===== config.mk =====
export PLATFORM = sky130hd
export DESIGN_NAME = dac_regbank
export DESIGN_NICKNAME = d
export VERILOG_FILES = /design/src/rtl/dac_bank_pkg.sv /design/src/rtl/dac_addr_decode.sv /design/src/rtl/dac_chan.sv /design/src/rtl/dac_regbank.sv
export SDC_FILE = /design/constraint.sdc
export NUM_CORES = 1
export LEC_CHECK = 0
export BUFFER_PORTS_ARGS = -buffer_cell sky130_fd_sc_hd__clkbuf_2
export CAP_MARGIN = 20
export CORE_MARGIN = 4
export CORE_UTILIZATION = 31
export CTS_BUF_LIST = sky130_fd_sc_hd__clkbuf_8 sky130_fd_sc_hd__clkbuf_16
export DETAILED_ROUTE_END_ITERATION = 10
export HOLD_SLACK_MARGIN = 0.02
export PLACE_DENSITY = 0.5
export SYNTH_ARGS = -nofsm -noshare
export SYNTH_HDL_FRONTEND = slang
export SYNTH_SLANG_ARGS = --single-unit

===== constraint.sdc =====
create_clock -name clk -period 3.1 [get_ports clk]
set_input_delay 0.93 -clock clk [delete_from_list [all_inputs] [get_ports clk]]
set_output_delay 0.93 -clock clk [all_outputs]
set_load 0.1 [all_outputs]

===== src/rtl/dac_bank_pkg.sv =====
package dac_bank_pkg;

    localparam int unsigned DEF_CHANNELS = 8;
    localparam int unsigned DEF_WIDTH    = 13;
    localparam int unsigned DEF_GROUP    = 2;

    typedef enum logic {
        CODE_OFFSET = 1'b0,
        CODE_TWOS   = 1'b1
    } code_e;

    // per-channel control after sampling and decoding
    typedef struct packed {
        logic clear;
        logic load;
        logic write;
    } chan_ctl_t;

endpackage


===== src/rtl/dac_addr_decode.sv =====
module dac_addr_decode #(
    parameter int unsigned CHANNELS = 8,
    parameter int unsigned ADDR_W   = 3
) (
    input  logic                clk,
    input  logic                rst,
    input  logic                strobe,
    input  logic [ADDR_W-1:0]   addr,
    output logic [CHANNELS-1:0] sel
);

    for (genvar k = 0; k < CHANNELS; k++) begin : g_sel
        assign sel[k] = strobe && (addr == ADDR_W'(k));
    end

    AST_SEL_ONEHOT: assert property (@(posedge clk) disable iff (rst)
        $onehot0(sel));
    AST_SEL_IDLE: assert property (@(posedge clk) disable iff (rst)
        !strobe |-> (sel == '0));

endmodule


===== src/rtl/dac_chan.sv =====
module dac_chan
    import dac_bank_pkg::*;
#(
    parameter int unsigned WIDTH = 13
) (
    input  logic             clk,
    input  logic             rst,
    input  chan_ctl_t        ctl,
    input  logic [WIDTH-1:0] din,
    output logic [WIDTH-1:0] code_q
);

    localparam logic [WIDTH-1:0] MID = {1'b1, {(WIDTH-1){1'b0}}};

    logic [WIDTH-1:0] stage_q;
    logic [WIDTH-1:0] stage_nxt;

    always_comb begin
        stage_nxt = stage_q;
        if (ctl.write) stage_nxt = din;
    end

    always_ff @(posedge clk) begin
        if (rst || ctl.clear) begin
            stage_q <= MID;
            code_q  <= MID;
        end else begin
            stage_q <= stage_nxt;
            if (ctl.load) code_q <= stage_nxt;
        end
    end

    AST_STAGE_HOLD: assert property (@(posedge clk) disable iff (rst)
        (!ctl.write && !ctl.clear) |=> $stable(stage_q));
    AST_CODE_HOLD: assert property (@(posedge clk) disable iff (rst)
        (!ctl.load && !ctl.clear) |=> $stable(code_q));
    AST_FLOW_THROUGH: assert property (@(posedge clk) disable iff (rst)
        (ctl.load && ctl.write && !ctl.clear) |=> (code_q == $past(din)));
    AST_CLEAR_MID: assert property (@(posedge clk) disable iff (rst)
        ctl.clear |=> (stage_q == MID && code_q == MID));

endmodule


===== src/rtl/dac_regbank.sv =====
module dac_regbank
    import dac_bank_pkg::*;
#(
    parameter  int unsigned CHANNELS = DEF_CHANNELS,
    parameter  int unsigned WIDTH    = DEF_WIDTH,
    parameter  int unsigned GROUP    = DEF_GROUP,
    localparam int unsigned ADDR_W   = $clog2(CHANNELS),
    localparam int unsigned LOADS    = CHANNELS / GROUP
) (
    input  logic                      clk,
    input  logic                      rst,
    input  logic                      clr_n,
    input  logic                      cs_n,
    input  logic                      wr_n,
    input  logic [ADDR_W-1:0]         addr,
    input  logic [WIDTH-1:0]          data_in,
    input  logic                      twos_mode,
    input  logic [LOADS-1:0]          ld_n,
    output logic [CHANNELS*WIDTH-1:0] dac_code
);

    localparam logic [WIDTH-1:0] MID = {1'b1, {(WIDTH-1){1'b0}}};

    code_e            mode;
    logic             strobe;
    logic [WIDTH-1:0] din_conv;
    logic [CHANNELS-1:0] sel;

    assign mode   = code_e'(twos_mode);
    assign strobe = !cs_n && !wr_n;

    always_comb begin
        din_conv = data_in;
        if (mode == CODE_TWOS) din_conv[WIDTH-1] = !data_in[WIDTH-1];
    end

    dac_addr_decode #(
        .CHANNELS (CHANNELS),
        .ADDR_W   (ADDR_W)
    ) u_dec (
        .clk    (clk),
        .rst    (rst),
        .strobe (strobe),
        .addr   (addr),
        .sel    (sel)
    );

    for (genvar k = 0; k < CHANNELS; k++) begin : g_chan
        chan_ctl_t ctl;
        assign ctl.clear = !clr_n;
        assign ctl.load  = !ld_n[k / GROUP];
        assign ctl.write = sel[k];

        dac_chan #(
            .WIDTH (WIDTH)
        ) u_chan (
            .clk    (clk),
            .rst    (rst),
            .ctl    (ctl),
            .din    (din_conv),
            .code_q (dac_code[k*WIDTH +: WIDTH])
        );
    end

    AST_RESET_MID: assert property (@(posedge clk)
        rst |=> (dac_code == {CHANNELS{MID}}));
    AST_TWOS_SIGN: assert property (@(posedge clk) disable iff (rst)
        (strobe && twos_mode && clr_n && !ld_n[addr / ADDR_W'(GROUP)])
        |=> (dac_code[$past(addr)*WIDTH + WIDTH-1] == !$past(data_in[WIDTH-1])));

endmodule


## Yosys cells after proc, flatten, opt, wreduce, memory -nomap -nowiden

Index checks and enable logic that the tools add are counted.

| cells by class | value |
|---|---|
| eq/ne operators | 7 |
| muxes and demuxes | 9 |
| reductions and logical operators | 15 |

Operators with widths:

| operator | number |
|---|---|
| $mux 13 | 8 |
| $eq 3x3->1 const B | 4 |
| $logic_and 1x1->1 | 9 |
| $eq 3x2->1 const B | 2 |
| $logic_not 1->1 | 4 |
| $eq 3x1->1 const B | 1 |
| $logic_not 3->1 | 1 |
| $logic_or 1x1->1 | 1 |
| $mux 1 | 1 |

| storage, ports and cells | value |
|---|---|
| register bits | 208 |
| input port bits | 26 |
| output and inout port bits | 104 |
| word-level logic and storage cells | 47 |

## Longest topological paths before layout

Gate-level depths: netlist of run 1.

| depth | value |
|---|---|
| word-level depth | 4 |
| gate-level depth with buffers | 5 |

## Cells and area by module

Synthesis of run 1 repeated with hierarchy kept, for this count alone.

| second synthesis, totals | value |
|---|---|
| cell total of the unflattened synthesis | 719 |
| area, all modules | 7975.1 µm² |

Modules (own cells, without submodules):

| module | times used | cells each | area each (µm²) | seq. area each (µm²) |
|---|---|---|---|---|
| dac_chan | 8 | 88 | 980.9 | 520.5 |
| dac_addr_decode | 1 | 8 | 96.3 | 0.0 |
| dac_regbank | 1 | 7 | 31.3 | 0.0 |

## Worst setup path after synthesis of run 1

OpenSTA, ideal clock, no wires.

| timing | value |
|---|---|
| kind | input -> register |
| start point | input wr_n |
| end point | register g_chan[6].u_chan.code_q[0] |
| arrival | 1.839 ns |
| data required time | 2.964 ns |
| setup slack | 1.124 ns |
| cell stages on the path | 5 |
| buffers on the path | 2 |
| cells stage by stage | or3b_1 > buf_2 > buf_2 > o21ai_1 > a31oi_1 |

| between the ends | value |
|---|---|
| cells in the longest elaborated chain, start to end | 4 |

RTL lines:

| item | RTL line | source |
|---|---|---|
| start: declaration | dac_regbank.sv:14 | `input logic wr_n,` |
| $logic_not 1->1 | dac_regbank.sv:30 | `assign strobe = !cs_n && !wr_n;` |
| $logic_and 1x1->1 | dac_regbank.sv:30 |  |
| $logic_and 1x1->1 | dac_addr_decode.sv:13 | `assign sel[k] = strobe && (addr == ADDR_W'(k));` |
| $mux 13 | dac_chan.sv:20 | `if (ctl.write) stage_nxt = din;` |
| end signal: assignment | dac_chan.sv:29 | `if (ctl.load) code_q <= stage_nxt;` |
| end: declaration | dac_chan.sv:10 | `output logic [WIDTH-1:0] code_q` |

No other way between the ends.
A chain may end at the register's enable or synchronous reset.

## Final worst setup path of run 1

| timing | value |
|---|---|
| start point | register g_chan[2].u_chan.code_q[12] |
| end point | output dac_code[38] |

RTL lines:

| item | RTL line | source |
|---|---|---|
| start: declaration | dac_chan.sv:10 |  |
| start signal: assignment | dac_chan.sv:29 |  |
| end: declaration | dac_regbank.sv:19 | `output logic [CHANNELS*WIDTH-1:0] dac_code` |

No word-level cell between the ends.

==> results.sh, run 1 <==
export IMPL_tns_ps=0
export IMPL_ctsResizeCount=0
export IMPL_slew_headroom_pct=55.0
export IMPL_fin_ws_ps=761
export IMPL_start_util_pct=31.7
export IMPL_clock_latency_ps=490
export IMPL_power_density_mw_per_mm2=654
export IMPL_cts_tree="done"
export IMPL_firstDrtPassIters=5
export IMPL_finalCritPeriodShare_pct=75.4
export IMPL_clockBufferDepth=3
export IMPL_synth_seq_cells=208
export IMPL_htree_levels=1
export IMPL_num_rows=56
export IMPL_syn_num_nets=870
export IMPL_mostFrequentLayoutCell="dfxtp_1"
export IMPL_drt_iter0_markers=510
export IMPL_cts_hold_buf=0
export IMPL_worstPathArrival_ps=1410
export IMPL_place_port_buffers=129
export IMPL_path_class="reg -> out"
export IMPL_place_ws_ps=573
export IMPL_rsz0062_at_grt="false"
export IMPL_cts_root_buf="clkbuf_16"
export IMPL_setup_viol=0
export IMPL_grt_pass1_vias=6298
export IMPL_final_cell_mix="dfxtp_1 (208), clkbuf_2 (129), a21oi_1 (112)"
export IMPL_die_w_um=163
export IMPL_area_growth_pct=21.0
export IMPL_fin_cells=1256
export IMPL_hold_viol=0
export IMPL_seq_area_frac_synth_pct=55.6
export IMPL_num_antenna_cells=0
export IMPL_reg2reg_to="g_chan[2].u_chan.code_q[12]"
export IMPL_crit_path_cell_trace="clkbuf_2"
export IMPL_place_inst=1216
export IMPL_antenna_found_initial=0
export IMPL_cts_sinks=208
export IMPL_final_fill_count=2449
export IMPL_drv_slew=0
export IMPL_grt_pass1_wl_um=37600
export IMPL_avgSynthCellArea_um2=8.87
export IMPL_hpwl_um=14500
export IMPL_min_delay_path_class="reg -> reg"
export IMPL_seq_area_mm2=0.00416
export IMPL_holdPathEnd="g_chan[6].u_chan.code_q[12]"
export IMPL_grt_max_degree=53
export IMPL_period_minus_slack_ps=2340
export IMPL_cts_buffers=23
export IMPL_vias=6728
export IMPL_skew_ps=5.30
export IMPL_nNetsFinal=949
export IMPL_synthCells=844
export IMPL_place_area_mm2=0.00836
export IMPL_grt_overflow_total=0
export IMPL_io_pins=130
export IMPL_drt_total_wl_um=24500
export IMPL_cpLargestDelayFamily="buffers and inverters"
export IMPL_crit_slowest_cell="clkbuf_2"
export IMPL_fmax_ghz=0.428
export IMPL_timing_hold_worst_path_depth=2
export IMPL_drv_cap=0
export IMPL_post_route_cell_area_mm2=0.00906
export IMPL_ir_drop_uv=229
export IMPL_worstPathRequired_ps=2170
export IMPL_drc_errors=0
export IMPL_grt_total_usage_pct=17.8
export IMPL_crit_path_end_kind="primary output"
export IMPL_status="complete, no violations"
export IMPL_crit_fanout=2
export IMPL_ys_types=27
export IMPL_postCtsSetupBuffers=0
export IMPL_multi_input_area_mm2=0.00290
export IMPL_r2r_cells=2
export IMPL_yosys_warnings=0
export IMPL_crit_buf_inv=1
export IMPL_r2r_setup_slack_ps=2390
export IMPL_coreArea_mm2=0.0236
export IMPL_hp_start="g_chan[6].u_chan.code_q[12]"
export IMPL_worst_setup_path_start_kind="flop"
export IMPL_power_leakage_nw=3.23
export IMPL_vias_per_cell=5.36
export IMPL_gp_congestion=0.729
export IMPL_routedWlPerCell_um=19.5
export IMPL_die_area_mm2=0.0267
export IMPL_die_h_um=163
export IMPL_synth_area_mm2=0.00749
export IMPL_crit_path_max_incr_delay_ps=490
export IMPL_drive_above_1_share_pct=20.9
export IMPL_tightest_slew_ps=674
export IMPL_drtAntennaViolNets=0
export IMPL_clk_pin_slew_worst_paths_ps=60
export IMPL_timing_rr_start="g_chan[2].u_chan.code_q[12]"
-- per-stage QoR --
| stage | power [mW] | hold slack (ps) | util, % |
|---|---|---|---|
| after floorplan | 3.31 | 455 | - |
| after global placement | 3.50 | 457 | 35.4 |
| after detailed placement | 3.50 | 463 | 35.4 |
| after CTS | 5.99 | 482 | 38.3 |
| after global routing | 6.15 | 514 | 38.4 |
| final | 5.93 | 483 | 38.4 |
-- power by group --
group	internal (mW)	total (mW)	switching, mW
clock	1.43	2.48	1.05
sequential	2.72	2.75	0.0266
combinational	0.111	0.696	0.585
total	4.27	5.93	1.66
-- cells in the mapped netlist --
| cell type | count | share of area, % |
|---|---|---|
| dfxtp_1 | 208 | 56 |
| a21oi_1 | 112 | 7.5 |
| o21ai_1 | 101 | 6.8 |
| o21ai_0 | 99 | 6.6 |
| a31oi_1 | 96 | 8.0 |
| nand3_1 | 96 | 6.4 |
| clkbuf_1 | 60 | 3.0 |
| buf_2 | 32 | 2.1 |
| o31ai_1 | 8 | 0.80 |
| nor3_2 | 5 | 0.67 |
| inv_1 | 4 | 0.20 |
| nor3_1 | 4 | 0.27 |
| buf_4 | 3 | 0.30 |
| buf_6 | 2 | 0.30 |
| nor2b_1 | 2 | 0.17 |
| and2_1 | 1 | 0.084 |
| and2b_1 | 1 | 0.10 |
| nand2_1 | 1 | 0.050 |
| nand2b_1 | 1 | 0.084 |
| nor2_1 | 1 | 0.050 |
| nor3b_2 | 1 | 0.17 |
| or2_1 | 1 | 0.084 |
| or2b_1 | 1 | 0.10 |
| or2b_2 | 1 | 0.12 |
| or3_1 | 1 | 0.084 |
| or3b_1 | 1 | 0.12 |
| xor2_2 | 1 | 0.22 |
-- metal layers --
metal  track usage (%)  vias to the layer above  wire length, um  part of all wire (%)
li1                  -                     3271                -                     -
met1              26.8                     3227            11900                    49
met2              26.6                      192            10600                    43
met3              2.93                       38             1370                   5.6
met4              4.50                        0              585                   2.4
met5                 0                        -                0                     0
-- kinds of logic (layout without fill, tap and decap cells) --
| family | Yosys count | count (layout) | share of synthesized area (%) |
|---|---|---|---|
| and+or+nand+nor | 118 | 118 | 8.55 |
| AOI/OAI and AO/OA | 416 | 416 | 29.7 |
| DFF | 208 | 208 | 55.6 |
| xor gates and xnor gates | 1 | 1 | 0.217 |
| buffers and inverters | 101 | 194 | 5.95 |
-- area by class of cell --
type | count | area share, %
clock buffers | 27 | 6.96
clock inverters | 12 | 0.594
inverters | 4 | 0.166
multi-input cells | 535 | 32.1
flip-flops and latches | 208 | 46.0
well taps | 319 | 4.41
repair buffers | 151 | 9.86
-- worst max path at each step --
stage / startpoint / endpoint / slack, ps / cells past startpoint
2_1_floorplan: wr_n / g_chan[6].u_chan.code_q[0] / 1120 / 5
3_3_place_gp: addr[0] / g_chan[1].u_chan.code_q[12] / 620 / 4
3_5_place_dp: addr[0] / g_chan[1].u_chan.code_q[12] / 570 / 4
4_1_cts: g_chan[2].u_chan.code_q[12] / dac_code[38] / 760 / 1
5_1_grt: g_chan[2].u_chan.code_q[12] / dac_code[38] / 740 / 1
6_report: g_chan[2].u_chan.code_q[12] / dac_code[38] / 760 / 1
-- flip-flops by register name, indices dropped and copies added, names as in the netlist --
| signal | flops |
|---|---|
| g_chan.u_chan.code_q | 104 |
| g_chan.u_chan.stage_q | 104 |
Power figures use the tool's default switching activity.
==> run 2: changes to the inputs <==
--- a/config.mk
+++ b/config.mk
@@ -12,7 +12,7 @@
 export CTS_BUF_LIST = sky130_fd_sc_hd__clkbuf_8 sky130_fd_sc_hd__clkbuf_16
 export DETAILED_ROUTE_END_ITERATION = 10
 export HOLD_SLACK_MARGIN = 0.02
-export PLACE_DENSITY = 0.5
+export PLACE_DENSITY = 0.52
 export SYNTH_ARGS = -nofsm -noshare
 export SYNTH_HDL_FRONTEND = slang
 export SYNTH_SLANG_ARGS = --single-unit
==> constraint.sdc (replaced) <==
create_clock -name clk -period 2 [get_ports clk]
set_input_delay 0.6 -clock clk [delete_from_list [all_inputs] [get_ports clk]]
set_output_delay 0.6 -clock clk [all_outputs]
set_load 0.1 [all_outputs]
==> results.sh, run 2 (same netlist as run 1, synthesis figures left out) <==
export IMPL_cts_hold_buf=0
export IMPL_rsz0062_at_grt="false"
export IMPL_min_delay_path_class="in -> reg"
export IMPL_period_minus_slack_ps=1990
export IMPL_drv_cap=0
export IMPL_postCtsSetupBuffers=0
export IMPL_drtAntennaViolNets=0
export IMPL_crit_slowest_cell="clkbuf_2"
export IMPL_p_total_mw=9.24
export IMPL_hpwl_um=14100
export IMPL_routedWlPerCell_um=19.0
export IMPL_vias=6677
export IMPL_clk_pin_slew_worst_paths_ps=60
export IMPL_path_class="reg -> out"
export IMPL_vias_per_cell=5.30
export IMPL_crit_path_end_kind="primary output"
export IMPL_reg_top3="g_chan.u_chan.code_q: 104 flops, g_chan.u_chan.stage_q: 104 flops"
export IMPL_die_area_mm2=0.0267
export IMPL_worstPathRequired_ps=1400
export IMPL_start_util_pct=31.7
export IMPL_finalCritPeriodShare_pct=99.3
export IMPL_skew_ps=9.31
export IMPL_die_w_um=163
export IMPL_fin_hold_ws_ps=372
export IMPL_cp_endpoint="dac_code[40]"
export IMPL_num_antenna_cells=0
export IMPL_io_pins=130
export IMPL_place_area_mm2=0.00848
export IMPL_grt_overflow_total=0
export IMPL_power_density_mw_per_mm2=1010
export IMPL_cpLargestDelayFamily="buffers and inverters"
export IMPL_gp_congestion=0.729
export IMPL_startpoint="g_chan[3].u_chan.code_q[1]"
export IMPL_timing_rr_start="g_chan[7].u_chan.code_q[0]"
export IMPL_antenna_found_initial=0
export IMPL_cts_tree="done"
export IMPL_mostFrequentLayoutCell="dfxtp_1"
export IMPL_drc_errors=0
export IMPL_r2r_setup_slack_ps=1280
export IMPL_crit_path_cell_trace="clkbuf_2"
export IMPL_cts_sinks=208
export IMPL_grt_pass1_vias=6297
export IMPL_tightest_slew_ps=619
export IMPL_drt_iter0_markers=592
export IMPL_grt_pass1_wl_um=37100
export IMPL_drive_above_1_share_pct=21.3
export IMPL_grt_total_usage_pct=17.5
export IMPL_clock_latency_ps=490
export IMPL_clockBufferDepth=3
export IMPL_crit_path_max_incr_delay_ps=490
export IMPL_cts_buffers=23
export IMPL_crit_fanout=2
export IMPL_ir_drop_uv=466
export IMPL_worstPathArrival_ps=1390
export IMPL_coreArea_mm2=0.0236
export IMPL_num_rows=56
export IMPL_drv_slew=0
export IMPL_worst_setup_path_start_kind="flop"
export IMPL_crit_buf_inv=1
export IMPL_ctsResizeCount=0
export IMPL_slew_headroom_pct=58.7
export IMPL_path_depth=1
export IMPL_post_route_cell_area_mm2=0.00917
export IMPL_area_growth_pct=22.5
export IMPL_cts_root_buf="clkbuf_16"
export IMPL_grt_max_degree=83
export IMPL_firstDrtPassIters=5
export IMPL_setup_viol=0
export IMPL_die_h_um=163
export IMPL_r2r_cells=2
export IMPL_final_cell_mix="dfxtp_1 (208), clkbuf_2 (127), a21oi_1 (112)"
export IMPL_fmax_ghz=0.504
export IMPL_place_port_buffers=129
export IMPL_power_leakage_nw=3.29
export IMPL_nNetsFinal=952
export IMPL_htree_levels=1
export IMPL_drt_total_wl_um=24000
export IMPL_reg2reg_to="g_chan[7].u_chan.code_q[0]"
export IMPL_status="complete, no violations"
export IMPL_hold_viol=0
[run 2: changes by cell type in the layout (fill, tap and decap cells not counted)]
| cell | delta |
|---|---|
| clkinv_2 | +1 |
| buf_12 | +7 |
| clkbuf_8 | +1 |
| buf_2 | +2 |
| buf_4 | -3 |
| clkbuf_2 | -2 |
| clkinvlp_4 | -1 |
| buf_8 | -1 |
[run 2: per-stage QoR]
step / setup WS, ps / utilization (%) / instances / TNS [ps]
finish: 14.7 / 38.9 / 1260 / 0
global route: 2.93 / 38.9 / 1260 / 0
CTS: 12.1 / 38.9 / 1260 / 0
detailed placement: -24.6 / 35.9 / 1220 / -24.6
global placement: -2.93 / 35.9 / 1220 / -2.93
floorplan: 354 / - / 844 / 0
[run 2: worst min path at each step]
stage	start	to	slack (ps)	depth (start not counted)
5_1_grt	ld_n[3]	g_chan[7].u_chan.code_q[12]	380	2
4_1_cts	ld_n[3]	g_chan[6].u_chan.code_q[12]	360	2
2_1_floorplan	g_chan[2].u_chan.stage_q[12]	g_chan[2].u_chan.stage_q[12]	460	2
3_5_place_dp	g_chan[5].u_chan.stage_q[12]	g_chan[5].u_chan.stage_q[12]	480	2
3_3_place_gp	g_chan[4].u_chan.stage_q[12]	g_chan[4].u_chan.stage_q[12]	470	2
6_report	ld_n[1]	g_chan[2].u_chan.code_q[12]	370	2
[run 2: metal layers]
layer	vias to the layer above	routed length (um)	GRT usage, %	share of wire (%)
met5	-	0	0	0
met4	0	584	4.69	2.4
met3	36	1570	3.86	6.6
met2	181	10500	27.2	44
met1	3177	11300	24.7	47
li1	3283	-	-	-
[run 2: layout make-up]
type                       instances  area (um2)
fill                            2397       14400
sequential                       208        4160
multi-input combinational        535        2900
timing repair buffer             154         996
clock buffer                      28         644
tap                              319         399
clock inverter                    12        51.3
inverter                           4        15.0
[run 2: report_power, final]
group / leakage, nW / total [mW] / switching, mW / internal [mW]
combinational: 1.23 / 1.10 / 0.906 / 0.194
clock: 0.376 / 3.88 / 1.62 / 2.26
sequential: 1.69 / 4.26 / 0.0421 / 4.22
total: 3.29 / 9.24 / 2.57 / 6.67
